<file path="src/rtl/spi_port.sv">
module spi_port #(
  parameter int DW = 8
) (
  input  logic          clk,
  input  logic          rst_n,
  input  logic          bus_sel,
  input  logic          bus_wr,
  input  logic [1:0]    bus_addr,
  input  logic [DW-1:0] bus_wdata,
  output logic [DW-1:0] bus_rdata,
  output logic          irq,
  input  logic          irq_ack,
  input  logic          ss_drive,
  input  logic          sck_i,
  output logic          sck_o,
  output logic          sck_oe,
  input  logic          mosi_i,
  output logic          mosi_o,
  output logic          mosi_oe,
  input  logic          miso_i,
  output logic          miso_o,
  output logic          miso_oe,
  input  logic          ss_i,
  output logic          ss_o,
  output logic          ss_oe
);
  localparam int CNTW = $clog2(DW);
  localparam int HW   = $clog2(2 * DW);
  localparam logic [HW-1:0]   HLAST = HW'(2 * DW - 1);
  localparam logic [CNTW-1:0] CLAST = CNTW'(DW - 1);

  logic [DW-1:0]   ctrl;
  logic            spif, wcol, dbl, armed;
  logic [DW-1:0]   sr, rxb;
  logic            run, rbit, obit;
  logic [HW-1:0]   half;
  logic [5:0]      div, hlim;
  logic [CNTW-1:0] cnt;
  logic [1:0]      sck_s, mosi_s, ss_s;
  logic            sck_d;

  wire spie = ctrl[7];
  wire en   = ctrl[6];
  wire dord = ctrl[5];
  wire mstr = ctrl[4];
  wire cpol = ctrl[3];
  wire cpha = ctrl[2];

  wire is_m   = en & mstr;
  wire is_s   = en & ~mstr;
  wire ss_lo  = ~ss_s[1];
  wire s_act  = is_s & ss_lo;
  wire fault  = is_m & ~ss_drive & ss_lo;

  wire wr_ctl  = bus_sel & bus_wr & (bus_addr == 2'd0);
  wire wr_st   = bus_sel & bus_wr & (bus_addr == 2'd1);
  wire wr_dat  = bus_sel & bus_wr & (bus_addr == 2'd2);
  wire rd_st   = bus_sel & ~bus_wr & (bus_addr == 2'd1);
  wire dat_acc = bus_sel & (bus_addr == 2'd2);
  wire clr     = dat_acc & armed;

  always_comb begin
    case ({dbl, ctrl[1:0]})
      3'b000:  hlim = 6'd1;
      3'b001:  hlim = 6'd7;
      3'b010:  hlim = 6'd31;
      3'b011:  hlim = 6'd63;
      3'b100:  hlim = 6'd0;
      3'b101:  hlim = 6'd3;
      3'b110:  hlim = 6'd15;
      default: hlim = 6'd31;
    endcase
  end

  wire tick   = run & (div == hlim);
  wire m_samp = tick & ~half[0];
  wire m_shft = tick & half[0];
  wire m_done = tick & (half == HLAST);

  wire lead    = (sck_s[1] != cpol) & (sck_d == cpol);
  wire trail   = (sck_s[1] == cpol) & (sck_d != cpol);
  wire s_samp  = s_act & (cpha ? trail : lead);
  wire s_setup = s_act & (cpha ? lead : trail);
  wire s_done  = s_samp & (cnt == CLAST);

  wire busy  = run | (s_act & (cnt != '0));
  wire start = wr_dat & is_m & ~busy & ~fault;

  wire          sr_top = dord ? sr[0] : sr[DW-1];
  wire [DW-1:0] sh_m   = dord ? {rbit, sr[DW-1:1]} : {sr[DW-2:0], rbit};
  wire [DW-1:0] sh_s   = dord ? {mosi_s[1], sr[DW-1:1]} : {sr[DW-2:0], mosi_s[1]};

  always_ff @(posedge clk or negedge rst_n) begin
    if (!rst_n) begin
      sck_s  <= '0;
      mosi_s <= '0;
      ss_s   <= 2'b11;
      sck_d  <= 1'b0;
    end else begin
      sck_s  <= {sck_s[0], sck_i};
      mosi_s <= {mosi_s[0], mosi_i};
      ss_s   <= {ss_s[0], ss_i};
      sck_d  <= sck_s[1];
    end
  end

  always_ff @(posedge clk or negedge rst_n) begin
    if (!rst_n) begin
      ctrl <= '0;
      dbl  <= 1'b0;
    end else begin
      if (wr_ctl) ctrl <= bus_wdata;
      if (fault)  ctrl[4] <= 1'b0;
      if (wr_st)  dbl <= bus_wdata[0];
    end
  end

  always_ff @(posedge clk or negedge rst_n) begin
    if (!rst_n) begin
      run  <= 1'b0;
      half <= '0;
      div  <= '0;
      rbit <= 1'b0;
    end else begin
      if (!is_m || fault) begin
        run <= 1'b0;
      end else if (start) begin
        run  <= 1'b1;
        half <= '0;
        div  <= '0;
      end else if (run) begin
        if (tick) begin
          div  <= '0;
          half <= half + 1'b1;
          if (m_done) run <= 1'b0;
        end else begin
          div <= div + 1'b1;
        end
      end
      if (m_samp) rbit <= miso_i;
    end
  end

  always_ff @(posedge clk or negedge rst_n) begin
    if (!rst_n) begin
      sr   <= '0;
      rxb  <= '0;
      cnt  <= '0;
      obit <= 1'b0;
    end else begin
      if (start || (wr_dat && is_s && !busy)) sr <= bus_wdata;
      else if (m_shft)                        sr <= sh_m;
      else if (s_samp)                        sr <= sh_s;
      if (m_done) rxb <= sh_m;
      if (s_done) rxb <= sh_s;
      if (!s_act)      cnt <= '0;
      else if (s_samp) cnt <= s_done ? '0 : cnt + 1'b1;
      if ((s_samp && !cpha) || s_setup) obit <= sr_top;
    end
  end

  always_ff @(posedge clk or negedge rst_n) begin
    if (!rst_n) begin
      spif  <= 1'b0;
      wcol  <= 1'b0;
      armed <= 1'b0;
    end else begin
      if (rd_st && (spif || wcol)) armed <= 1'b1;
      else if (dat_acc)            armed <= 1'b0;
      if (m_done || s_done || fault) spif <= 1'b1;
      else if (clr || irq_ack)       spif <= 1'b0;
      if (wr_dat && busy) wcol <= 1'b1;
      else if (clr)       wcol <= 1'b0;
    end
  end

  always_comb begin
    case (bus_addr)
      2'd0:    bus_rdata = ctrl;
      2'd1:    bus_rdata = {spif, wcol, {(DW-3){1'b0}}, dbl};
      2'd2:    bus_rdata = rxb;
      default: bus_rdata = '0;
    endcase
  end

  assign irq     = spie & spif;
  assign sck_o   = run ? (cpol ^ half[0] ^ cpha) : cpol;
  assign sck_oe  = is_m;
  assign mosi_o  = sr_top;
  assign mosi_oe = is_m;
  assign miso_o  = s_act & ((!cpha && cnt == '0) ? sr_top : obit);
  assign miso_oe = s_act;
  assign ss_o    = 1'b1;
  assign ss_oe   = 1'b0;
endmodule


</file>
<file path="config.mk">
export PLATFORM = sky130hd
export DESIGN_NAME = spi_port
export DESIGN_NICKNAME = d
export VERILOG_FILES = /design/src/rtl/spi_port.sv
export SDC_FILE = /design/constraint.sdc
export NUM_CORES = 1
export LEC_CHECK = 0
export BUFFER_PORTS_ARGS = -buffer_cell sky130_fd_sc_hd__buf_4
export CAP_MARGIN = 10
export CORE_MARGIN = 2
export CORE_UTILIZATION = 45
export CTS_CLUSTER_SIZE = 25
export DETAILED_ROUTE_END_ITERATION = 8
export SYNTH_ARGS = -nofsm -noshare
export SYNTH_HDL_FRONTEND = slang
export SYNTH_SLANG_ARGS = --single-unit
</file>
<file path="constraint.sdc">
create_clock -name clk -period 2.8 [get_ports clk]
set_clock_uncertainty 0.1 [all_clocks]
set_input_delay 0.56 -clock clk [delete_from_list [all_inputs] [get_ports clk]]
set_output_delay 0.56 -clock clk [all_outputs]
set_load 0.01 [all_outputs]
</file>
Word-level counts from Yosys, hierarchy flattened

Index checks and enable logic that the tools add are counted.

Add/subtract/negate cells: 3
Eq/ne operators: 15
Mux-type cells: 36
Bitwise logic cells: 39
Reduce and logical (&&, ||, !) cells: 30

Operator list:

| kind                  | number |
|---|---|
| $mux W8               | 7 |
| $pmux W6 S6           | 1 |
| $and A1 B1 Y1         | 28 |
| $pmux W8 S3           | 1 |
| $mux W6               | 3 |
| $mux W1               | 17 |
| $reduce_bool A2 Y1    | 7 |
| $eq A3 B3 Y1 const B  | 4 |
| $mux W4               | 3 |
| $mux W3               | 3 |
| $not A1 Y1            | 8 |
| $logic_or A1 B1 Y1    | 7 |
| $add A6 B1 Y6 const B | 1 |
| $eq A6 B6 Y1          | 1 |
| $logic_and A1 B1 Y1   | 6 |
| $logic_not A3 Y1      | 2 |
| $reduce_bool A3 Y1    | 2 |
| $mux W5               | 1 |
| $add A4 B1 Y4 const B | 1 |
| $eq A4 B4 Y1 const B  | 1 |
| $add A3 B1 Y3 const B | 1 |
| $eq A3 B1 Y1 const B  | 1 |
| $eq A3 B2 Y1 const B  | 1 |
| $logic_not A1 Y1      | 3 |
| 10 further kinds      | 13 |

Bits in registers: 51
Bits of input ports: 20
Logic and storage cells: 141

Longest topological paths before layout

Depth in word-level cells: 10
Mapped depth: 8
Gate-level depth less buffers: 8

Worst setup path after synthesis

OpenSTA, ideal clock, no wires.

Path type: reg-to-reg
From: register div[0]
To: register rxb[0]
Setup time: 0.125 ns
Data arrival time: 2.168 ns
Data required time: 2.575 ns
Setup slack: 0.407 ns
Cell stages (with the launch flop): 7
Buffers on the path: 0
Period minus slack after synthesis: 2.393 ns
Path through: dfrtp_1 > a211o_1 > a211oi_2 > o32ai_2 > or4_4 > o21ai_4 > mux2_2

Longest elaborated chain between the ends: 4

Ends and longest elaborated chain:

| item                                | RTL line | RTL |
|---|---|---|
| start, declared                     | 37       | `logic [5:0] div, hlim;` |
| start signal, assigned              | 137      | `div <= div + 1'b1;` |
| $eq A6 B6 Y1                        | 75       | `wire tick = run & (div == hlim);` |
| $and A1 B1 Y1                       | 75       |  |
| $and A1 B1 Y1                       | 78       | `wire m_done = tick & (half == HLAST);` |
| $reduce_bool A2 Y1 (no source line) | n/a      |  |
| end signal, assigned                | 154      | `if (m_done) rxb <= sh_m;` |
| end signal, assigned                | 155      | `if (s_done) rxb <= sh_s;` |
| end, declared                       | 34       | `logic [DW-1:0] sr, rxb;` |

Every way passes these cells.
A chain may end at the register's enable or synchronous reset.

Worst setup path in the final report

From: register div[0]
To: register rxb[2]

Same word-level chain as after synthesis.

==> metrics <==
status complete, no violations; core area 0.005956 mm^2; Crit Path Category reg -> reg; die width 82.66 um; # fillers 572; Net Sw Frac 0.3053; async set-reset flop share out of synthesis 1.000; sequential power share 0.473; main area contributors after synthesis dfrtp_1 44%, mux2_2 9.7%, mux2i_1 6.8%; Critical R2R Capture rxb[2]$_DFFE_PN0P_; Setup crit start div[0]$_DFFE_PN0P_; setup violators final 0; share of cells above drive strength 1 0.2582; Primary FF master, synth dfrtp_1; initial antenna violation count 0; DRT antenna net count 0; Leak 1.466 nW; post-synth top area share 0.4404; Ports 37; crit path capture rxb[2]$_DFFE_PN0P_; Cell variety after synth 50; Seq/Total Area, Yosys 0.4593; CTS tree yes; ANT cells 0; commonest non-fill, non-tap cell in the layout dfrtp_1; Slew HR 0.5668; max incr delay on CP 0.54 ns; cells after synthesis 269; worst-path cell chain a211o_1, a211oi_2, o32ai_2, or4_4, o21ai_4, mux2_2; Wirelength per Cell 15.51 um; Final Cycle Share 0.9254; Starting Density 0.4674; # H-tree levels 2; most frequent cells in the layout 49 x dfrtp_1, 40 x buf_4, 31 x nor2_1, 24 x mux2_2, 19 x mux2i_1; Comb pwr share 0.282; Startpoint Class register; GPL Wtd Cong 0.8547; Final min period 2.591 ns; synth warn 0; die area 0.006832 mm^2; slowest CP cell or4_4; Vias/cell 5.407; Max Clk Rate 385.9 MHz; reg2reg path depth 6; Psw 0.6176 mW; global route overflow 0; Seq cells post-synth 51; TNS Setup 0 ns; DRT Wirelength 5.908 mm; Port-buffer cells 34; Worst-path clk slew 0.09 ns; Worst Setup End Kind register; fin. max-slew vios 0; syn avg cell area 10.35 um^2; mapped cell area 0.002784 mm^2; number of nets in the layout 330; Die Span Y 82.66 um; vias in the first global route 2017; design area 0.003231 mm^2; leading area contributor after synthesis dfrtp_1; crit path DAT 2.68 ns; Peak VDD IR 0.2757 mV; Hold Crit Class in -> async; HPWL after DPL 4.470 mm; clk buf depth 2; syn nets 294; DRT iter0 DRCs 96; power density over the cells 626.2 mW/mm^2; first-pass GRT wire length 9.818 mm; Clock power frac 0.246; internal reg-to-reg setup slack 0.21 ns; Inserted Clock Buffers 5; first-pass iteration count of the detailed router 4; post-CTS sizing 0; largest net degree at the start of global routing 52; placed inst area 0.003124 mm^2; Via Count 2060; Post-CTS Setup Inserts 0; Post-synth EDFFs 0; hold buffer count at CTS 0; Clock Latency Late Sink 0.30 ns; DRC viols 0; Crit Path Max Fanout 9; clock sink total 51; area grow syn2layout 16.05%; Rows 28; P_int 1.405 mW; FF-to-FF Start div[0]$_DFFE_PN0P_; Root Buffer clkbuf_8; Worst Path Required 2.89 ns; worst slew pin tran 0.6498 ns; Hold WS 0.1771 ns; RSZ-0062 raised after global routing no; Final Hold Fails 0; GRT Util Overall 0.1918; max-cap viol count 0
## state kept, by name, summed over array words and instances (netlist names), 3 cells and up
signal,flops
cnt,3
ctrl,8
div,6
half,4
rxb,8
sr,8
## critical path: cells and delay by family (launching register included)
kind	cells	cell delay, ns
simple gates	1	0.54
compound gates	4	1.01
flops	1	0.44
mux	1	0.38
## stage by stage
stage	setup slack (ns)	util	instances	power [mW]
3_5_place_dp	0.2160	0.5246	373	1.540
2_1_floorplan	0.4073	-	269	1.342
6_report	0.2087	0.5424	381	2.023
4_1_cts	0.2058	0.5424	381	2.043
5_1_grt	0.09184	0.5424	381	2.145
3_3_place_gp	0.2823	0.5246	373	1.532
## cell families (layout without fill, tap and decap cells)
logic type               after synthesis  after routing  synth area share
multiplexers                          44             44            0.1694
adder cells (fa/ha/maj)                6              6           0.02607
other                                  2              2          0.002698
XOR/XNOR                               9              9           0.02831
AO/OA/AOI/OAI                         47             47            0.1254
buffers and inverters                 23             60           0.03550
AND/OR/NAND/NOR                       87             87            0.1533
flip-flops                            51             51            0.4593
## cells in the mapped netlist (all sizes together), types with 4 or more instances
library cell	instances
inv	12
and3	4
nor2	31
nor2b	5
mux2i	19
dfrtp	49
and2	4
ha	5
nand2b	5
xnor2	4
o21ai	9
mux2	25
buf	6
a21oi	14
nand2	16
nor3	6
xor2	5
clkbuf	5
## worst min path at each step
| stage | start | endpoint | slack (ns) | depth (start not counted) |
|---|---|---|---|---|
| 2_1_floorplan | rst_n | armed$_DFFE_PN0P_ | 0.16 | 0 |
| 3_3_place_gp | sck_s[0]$_DFF_PN0_ | sck_s[1]$_DFF_PN0_ | 0.23 | 0 |
| 3_5_place_dp | sck_s[0]$_DFF_PN0_ | sck_s[1]$_DFF_PN0_ | 0.24 | 0 |
| 4_1_cts | rst_n | ctrl[3]$_DFFE_PN0P_ | 0.20 | 1 |
| 5_1_grt | rst_n | ctrl[3]$_DFFE_PN0P_ | 0.21 | 1 |
| 6_report | rst_n | ctrl[3]$_DFFE_PN0P_ | 0.18 | 1 |
## metal layers
layer	routed length (um)	GRT usage
met1	2772	0.2582
met2	2841	0.3129
met3	226	0.04348
met4	67	0.05082
met5	0	0
## cell type report
cell class	instances	area (um^2)	area share
multi-input cells	195	1406	0.4353
flip-flops and latches	51	1279	0.3958
repair buffers	40	300.3	0.09295
well taps	75	93.84	0.02905
clock buffers	7	76.32	0.02363
inverters	12	45.04	0.01394
clock inverters	1	30.03	0.009295
## power by group through the flow
stage                     sequential, mW  combinational (mW)  clock (mW)
after global placement             0.969               0.563           0
after CTS                          0.954               0.576       0.513
after detailed placement           0.968               0.571           0
after floorplan                    0.918               0.424           0
final                              0.956               0.570       0.497
after global routing               0.973               0.628       0.543
(Power assumes the default switching activity.)
